## config.mk

```make
export PLATFORM = sky130hd
export DESIGN_NAME = mtimer_top
export DESIGN_NICKNAME = d
export VERILOG_FILES = /design/src/rtl/mtimer_pkg.sv /design/src/rtl/mtimer_ctrl.sv /design/src/rtl/mtimer_count.sv /design/src/rtl/mtimer_cmp.sv /design/src/rtl/mtimer_top.sv
export SDC_FILE = /design/constraint.sdc
export NUM_CORES = 1
export LEC_CHECK = 0
export ABC_AREA = 1
export BUFFER_PORTS_ARGS = -buffer_cell sky130_fd_sc_hd__buf_2
export CORE_MARGIN = 1
export CORE_UTILIZATION = 45
export DETAILED_ROUTE_END_ITERATION = 12
export GPL_TIMING_DRIVEN = 0
export PLACE_DENSITY = 0.64
export SYNTH_ARGS = -nofsm -noshare
export SYNTH_HDL_FRONTEND = slang
export SYNTH_SLANG_ARGS = --single-unit
```

## constraint.sdc

```tcl
create_clock -name clk -period 2.3 [get_ports clk]
set_input_delay 0.345 -clock clk [delete_from_list [all_inputs] [get_ports clk]]
set_output_delay 0.345 -clock clk [all_outputs]
set_load 0.005 [all_outputs]
```

## src/rtl/mtimer_pkg.sv

```systemverilog
package mtimer_pkg;

    localparam int HALF_W_DEF = 32;
    localparam int ADDR_W     = 3;

    typedef enum logic [ADDR_W-1:0] {
        SEL_CTRL   = 3'd0,
        SEL_CNT_LO = 3'd1,
        SEL_CNT_HI = 3'd2,
        SEL_CMP_LO = 3'd3,
        SEL_CMP_HI = 3'd4
    } reg_sel_e;

    // control word, LSB = run enable
    typedef struct packed {
        logic hold_on_halt1;
        logic hold_on_halt0;
        logic every_clk;
        logic run;
    } tmr_ctrl_t;

    localparam int CTRL_W = $bits(tmr_ctrl_t);

    localparam tmr_ctrl_t CTRL_RESET = '{
        hold_on_halt1: 1'b1,
        hold_on_halt0: 1'b1,
        every_clk:     1'b0,
        run:           1'b1
    };

    typedef struct packed {
        logic ctrl;
        logic cnt_lo;
        logic cnt_hi;
        logic cmp_lo;
        logic cmp_hi;
    } wr_strobe_t;

    function automatic wr_strobe_t decode_wr(input logic wr, input logic [ADDR_W-1:0] a);
        wr_strobe_t s;
        s.ctrl   = wr && (a == SEL_CTRL);
        s.cnt_lo = wr && (a == SEL_CNT_LO);
        s.cnt_hi = wr && (a == SEL_CNT_HI);
        s.cmp_lo = wr && (a == SEL_CMP_LO);
        s.cmp_hi = wr && (a == SEL_CMP_HI);
        return s;
    endfunction

endpackage

```

## src/rtl/mtimer_ctrl.sv

```systemverilog
module mtimer_ctrl
    import mtimer_pkg::*;
#(
    parameter int HALF_W = HALF_W_DEF
) (
    input  logic              clk,
    input  logic              rst,
    input  logic              wr,
    input  logic [HALF_W-1:0] wdata,
    input  logic              tick,
    input  logic [1:0]        halt,
    output tmr_ctrl_t         ctrl,
    output logic              step
);
    localparam int NUM_HALT = 2;

    tmr_ctrl_t       ctrl_q;
    logic [NUM_HALT-1:0] hold_en;
    logic [NUM_HALT-1:0] hold_hit;

    always_ff @(posedge clk) begin
        if (rst)
            ctrl_q <= CTRL_RESET;
        else if (wr)
            ctrl_q <= tmr_ctrl_t'(wdata[CTRL_W-1:0]);
    end

    assign hold_en = {ctrl_q.hold_on_halt1, ctrl_q.hold_on_halt0};

    for (genvar g = 0; g < NUM_HALT; g++) begin : g_hold
        assign hold_hit[g] = halt[g] & hold_en[g];
    end

    assign step = ctrl_q.run && (hold_hit == '0) && (ctrl_q.every_clk || tick);
    assign ctrl = ctrl_q;

endmodule

```

## src/rtl/mtimer_count.sv

```systemverilog
module mtimer_count #(
    parameter int HALF_W = 32,
    localparam int CNT_W = 2 * HALF_W
) (
    input  logic              clk,
    input  logic              rst,
    input  logic              step,
    input  logic              wr_lo,
    input  logic              wr_hi,
    input  logic [HALF_W-1:0] wdata,
    output logic [CNT_W-1:0]  count
);
    logic [CNT_W-1:0] cnt_q;

    always_ff @(posedge clk) begin
        if (rst) begin
            cnt_q <= '0;
        end else if (wr_lo || wr_hi) begin
            if (wr_lo) cnt_q[HALF_W-1:0]     <= wdata;
            if (wr_hi) cnt_q[CNT_W-1:HALF_W] <= wdata;
        end else if (step) begin
            cnt_q <= cnt_q + 1'b1;
        end
    end

    assign count = cnt_q;

endmodule

```

## src/rtl/mtimer_cmp.sv

```systemverilog
module mtimer_cmp #(
    parameter int HALF_W = 32,
    localparam int CNT_W = 2 * HALF_W
) (
    input  logic              clk,
    input  logic              rst,
    input  logic              wr_lo,
    input  logic              wr_hi,
    input  logic [HALF_W-1:0] wdata,
    input  logic [CNT_W-1:0]  count,
    output logic [CNT_W-1:0]  cmp,
    output logic              irq
);
    logic [CNT_W-1:0] cmp_q;

    always_ff @(posedge clk) begin
        if (rst) begin
            cmp_q <= '1;
        end else begin
            if (wr_lo) cmp_q[HALF_W-1:0]     <= wdata;
            if (wr_hi) cmp_q[CNT_W-1:HALF_W] <= wdata;
        end
    end

    assign cmp = cmp_q;
    assign irq = (count >= cmp_q);

endmodule

```

## src/rtl/mtimer_top.sv

```systemverilog
module mtimer_top
    import mtimer_pkg::*;
#(
    parameter int HALF_W = HALF_W_DEF
) (
    input  logic              clk,
    input  logic              rst,
    input  logic              reg_wr,
    input  logic [ADDR_W-1:0] reg_addr,
    input  logic [HALF_W-1:0] reg_wdata,
    output logic [HALF_W-1:0] reg_rdata,
    input  logic              tick,
    input  logic              halt_core0,
    input  logic              halt_core1,
    output logic              irq
);
    localparam int CNT_W = 2 * HALF_W;

    wr_strobe_t       stb;
    tmr_ctrl_t        ctrl_q;
    logic             step;
    logic [CNT_W-1:0] count_q;
    logic [CNT_W-1:0] cmp_q;

    assign stb = decode_wr(reg_wr, reg_addr);

    mtimer_ctrl #(.HALF_W(HALF_W)) ctrl_i (
        .clk   (clk),
        .rst   (rst),
        .wr    (stb.ctrl),
        .wdata (reg_wdata),
        .tick  (tick),
        .halt  ({halt_core1, halt_core0}),
        .ctrl  (ctrl_q),
        .step  (step)
    );

    mtimer_count #(.HALF_W(HALF_W)) count_i (
        .clk   (clk),
        .rst   (rst),
        .step  (step),
        .wr_lo (stb.cnt_lo),
        .wr_hi (stb.cnt_hi),
        .wdata (reg_wdata),
        .count (count_q)
    );

    mtimer_cmp #(.HALF_W(HALF_W)) cmp_i (
        .clk   (clk),
        .rst   (rst),
        .wr_lo (stb.cmp_lo),
        .wr_hi (stb.cmp_hi),
        .wdata (reg_wdata),
        .count (count_q),
        .cmp   (cmp_q),
        .irq   (irq)
    );

    always_comb begin
        unique case (reg_addr)
            SEL_CTRL:   reg_rdata = {{(HALF_W-CTRL_W){1'b0}}, ctrl_q};
            SEL_CNT_LO: reg_rdata = count_q[HALF_W-1:0];
            SEL_CNT_HI: reg_rdata = count_q[CNT_W-1:HALF_W];
            SEL_CMP_LO: reg_rdata = cmp_q[HALF_W-1:0];
            SEL_CMP_HI: reg_rdata = cmp_q[CNT_W-1:HALF_W];
            default:    reg_rdata = '0;
        endcase
    end

endmodule

```

==> results_dict.tcl <==
set metrics [dict create \
    status "complete, but fails checks" \
    violations "negative setup slack" \
    crit_required_ns 1.96 \
    final_area_um2 11030 \
    critical_path.max_fanout 7 \
    drive_above_1_share 0.1582 \
    ff2ff_setup_slack_ns 0.10 \
    ir_worst_vdd_mv 0.5306 \
    routed_wl_um 38240 \
    syn_area_um2 9245 \
    grt_usage 0.3580 \
    grt_pass1_wl_um 57150 \
    layout_common_cells "nand2_1 (353), nor2_1 (213), inv_1 (137), a21oi_1 (127), o21ai_0 (120)" \
    combPwrFrac 0.166 \
    synth-async-reset-ratio 0 \
    core_area_um2 20170 \
    ys_types 39 \
    synth_edf_count 0 \
    synth_top_area_frac 0.2858 \
    synthTopCellsByArea "dfxtp_1 (29%), nand2_1 (15%), nor2_1 (8.8%)" \
    final_common_cell "nand2_1" \
    p_switching_mw 2.133 \
    seqPwrFrac 0.411 \
    leakagePower_nw 5.035 \
    grt_max_degree 17 \
    syn_nets 1565 \
    start_kind "flop" \
    maxSlewHeadroom 0.3856 \
    boundaryPins 74 \
    drtPass1Iterations 6 \
    port_buffers 72 \
    cts_buffers 17 \
    cts_root_buf "clkbuf_16" \
    fin_nets 1673 \
    clock_latency_ns 0.44 \
    overflow 0 \
    die_w_um 145.3 \
    clkTransAtPathRegs_ns 0.07 \
    finalClockSkew_ns 0.008094 \
    netlist_instances 1459 \
    antenna_cells 0 \
    yosysSeqAreaShare 0.2858 \
    whs_ns 0.1550 \
    die_h_um 145.3 \
    cap_violations 0 \
    holdPathStages 3 \
    ys_warn_count 0 \
    min_period_ns 2.440 \
    intPower_mw 4.348 \
    grt_pass1_vias 9825 \
    htreeDepth 4 \
    p_clk_frac 0.423 \
    avgViaCountPerCell 5.754 \
    fin_crit_sh 1.061 \
    syn2layout_area_growth_pct 19.34 \
    die_area_um2 21120 \
    num_vias 10650 \
    switching_share 0.3291 \
    syn_area_per_cell_um2 6.337 \
    cts.sinks 132 \
    clk_path_buf_depth 2 \
    cts_tree "built" \
    arrival_ns 2.10 \
    gp_congestion 1.015 \
    drc 0 \
    place_ws_ns -0.2157 \
    num_rows 52 \
    hold_viol 0 \
    worst_slack_ns -0.1404 \
    post-synth-top-area-cell "dfxtp_1" \
    max_freq_mhz 409.8 \
    first_iter_violations 1029 \
    ant_nets 0 \
    synth_ff_type "dfxtp_1" \
    setup_viol 1 \
    tightest_slew_ns 0.9182 \
    timing.critical_path.to_type "output port" \
    post-dp-hpwl_um 29630 \
    rsz0062_at_grt "yes" \
    start_util 0.4584 \
    wire_per_inst_um 20.67 \
    antenna_found_initial 0 \
    dpl_cell_area_um2 9943 \
    ff2ff_path_depth 11 \
    hp-class "input port to flop" \
    synth_seq_cells 132 \
    drv_slew 0 \
    power_density_nw_per_um2 587.5 \
    tns_ns -0.1404 \
    critPathKind "flop to output port" \
    fillers 2072 \
]
## kinds of logic after synthesis
| kind of cell | share of synthesized area |
|---|---|
| and+or+nand+nor | 0.2796 |
| AOI/OAI and AO/OA | 0.2320 |
| buffers and inverters | 0.09094 |
| DFF | 0.2858 |
| adders and majority gates | 0.08797 |
| xor gates and xnor gates | 0.02368 |
## cell usage after synthesis, types with 6 or more instances
master	count
a221o_1	28
dfxtp_1	132
inv_1	151
ha_1	65
nor3_1	8
o21bai_1	6
nand2_1	363
nand4_1	16
xor2_1	7
nand3_1	34
xnor2_1	18
o21ai_1	8
clkbuf_1	45
o211ai_1	32
o21ai_0	121
nor2_1	217
o22ai_1	32
buf_2	7
a21oi_1	130
## state kept, by name, summed over array words and instances (netlist names)
register / flops
cmp_i.cmp: 64
count_i.count: 64
ctrl_i.ctrl: 4
## per-stage QoR
step / utilization / power [mW] / instances
2_1_floorplan: - / 3.208 / 1459
3_3_place_gp: 0.4930 / 3.638 / 1801
3_5_place_dp: 0.4930 / 3.657 / 1801
4_1_cts: 0.5292 / 6.382 / 1834
5_1_grt: 0.5470 / 6.703 / 1850
6_report: 0.5470 / 6.482 / 1850
## power by group through the flow
stage,Combinational (mW),Clock [mW],Sequential [mW]
2_1_floorplan,0.621,0,2.59
3_3_place_gp,0.953,0,2.69
3_5_place_dp,0.967,0,2.69
4_1_cts,0.991,2.74,2.65
5_1_grt,1.18,2.85,2.67
6_report,1.07,2.74,2.66
## final timing paths
check,start,to
hold / removal,reg_wdata[21],cmp_i.cmp[53]
setup reg to reg,count_i.count[0],count_i.count[38]
hold reg to reg,ctrl_i.ctrl[0],ctrl_i.ctrl[0]
setup / recovery,count_i.count[54],irq
## critical path: stages (launching register included)
cell and delay, ns:
dfxtp_1 0.41, ha_1 0.35, nand4_1 0.15, nor3_2 0.30, and3_1 0.21, nand2_1 0.06, nand2_1 0.07, buf_2 0.11
## layout make-up
class                      count  area (um^2)  share of cell area
buffer                        60        267.8             0.02427
clock buffer                  17        425.4             0.03856
clock inverter                15        148.9             0.01350
inverter                     157        593.1             0.05375
multi-input combinational   1110         6047              0.5481
sequential                   132         2725              0.2470
tap                          270        337.8             0.03062
timing repair buffer          89        488.0             0.04423
## per-layer routing
layer,up-vias,global-route usage,routed length (um)
li1,5092,-,-
met1,4896,0.4512,15890
met3,145,0.05737,2932
met5,-,0,0
met2,512,0.5702,16840
met4,0,0.2300,2578
## what timing repair did
action,4_1_cts,5_1_grt
setup endpoints to repair,32,34
pin swaps,6,22
gates resized for setup,57,73
hold buffers,0,0
hold endpoints to repair,0,0
setup buffers,1,16
(Power assumes the default switching activity.)
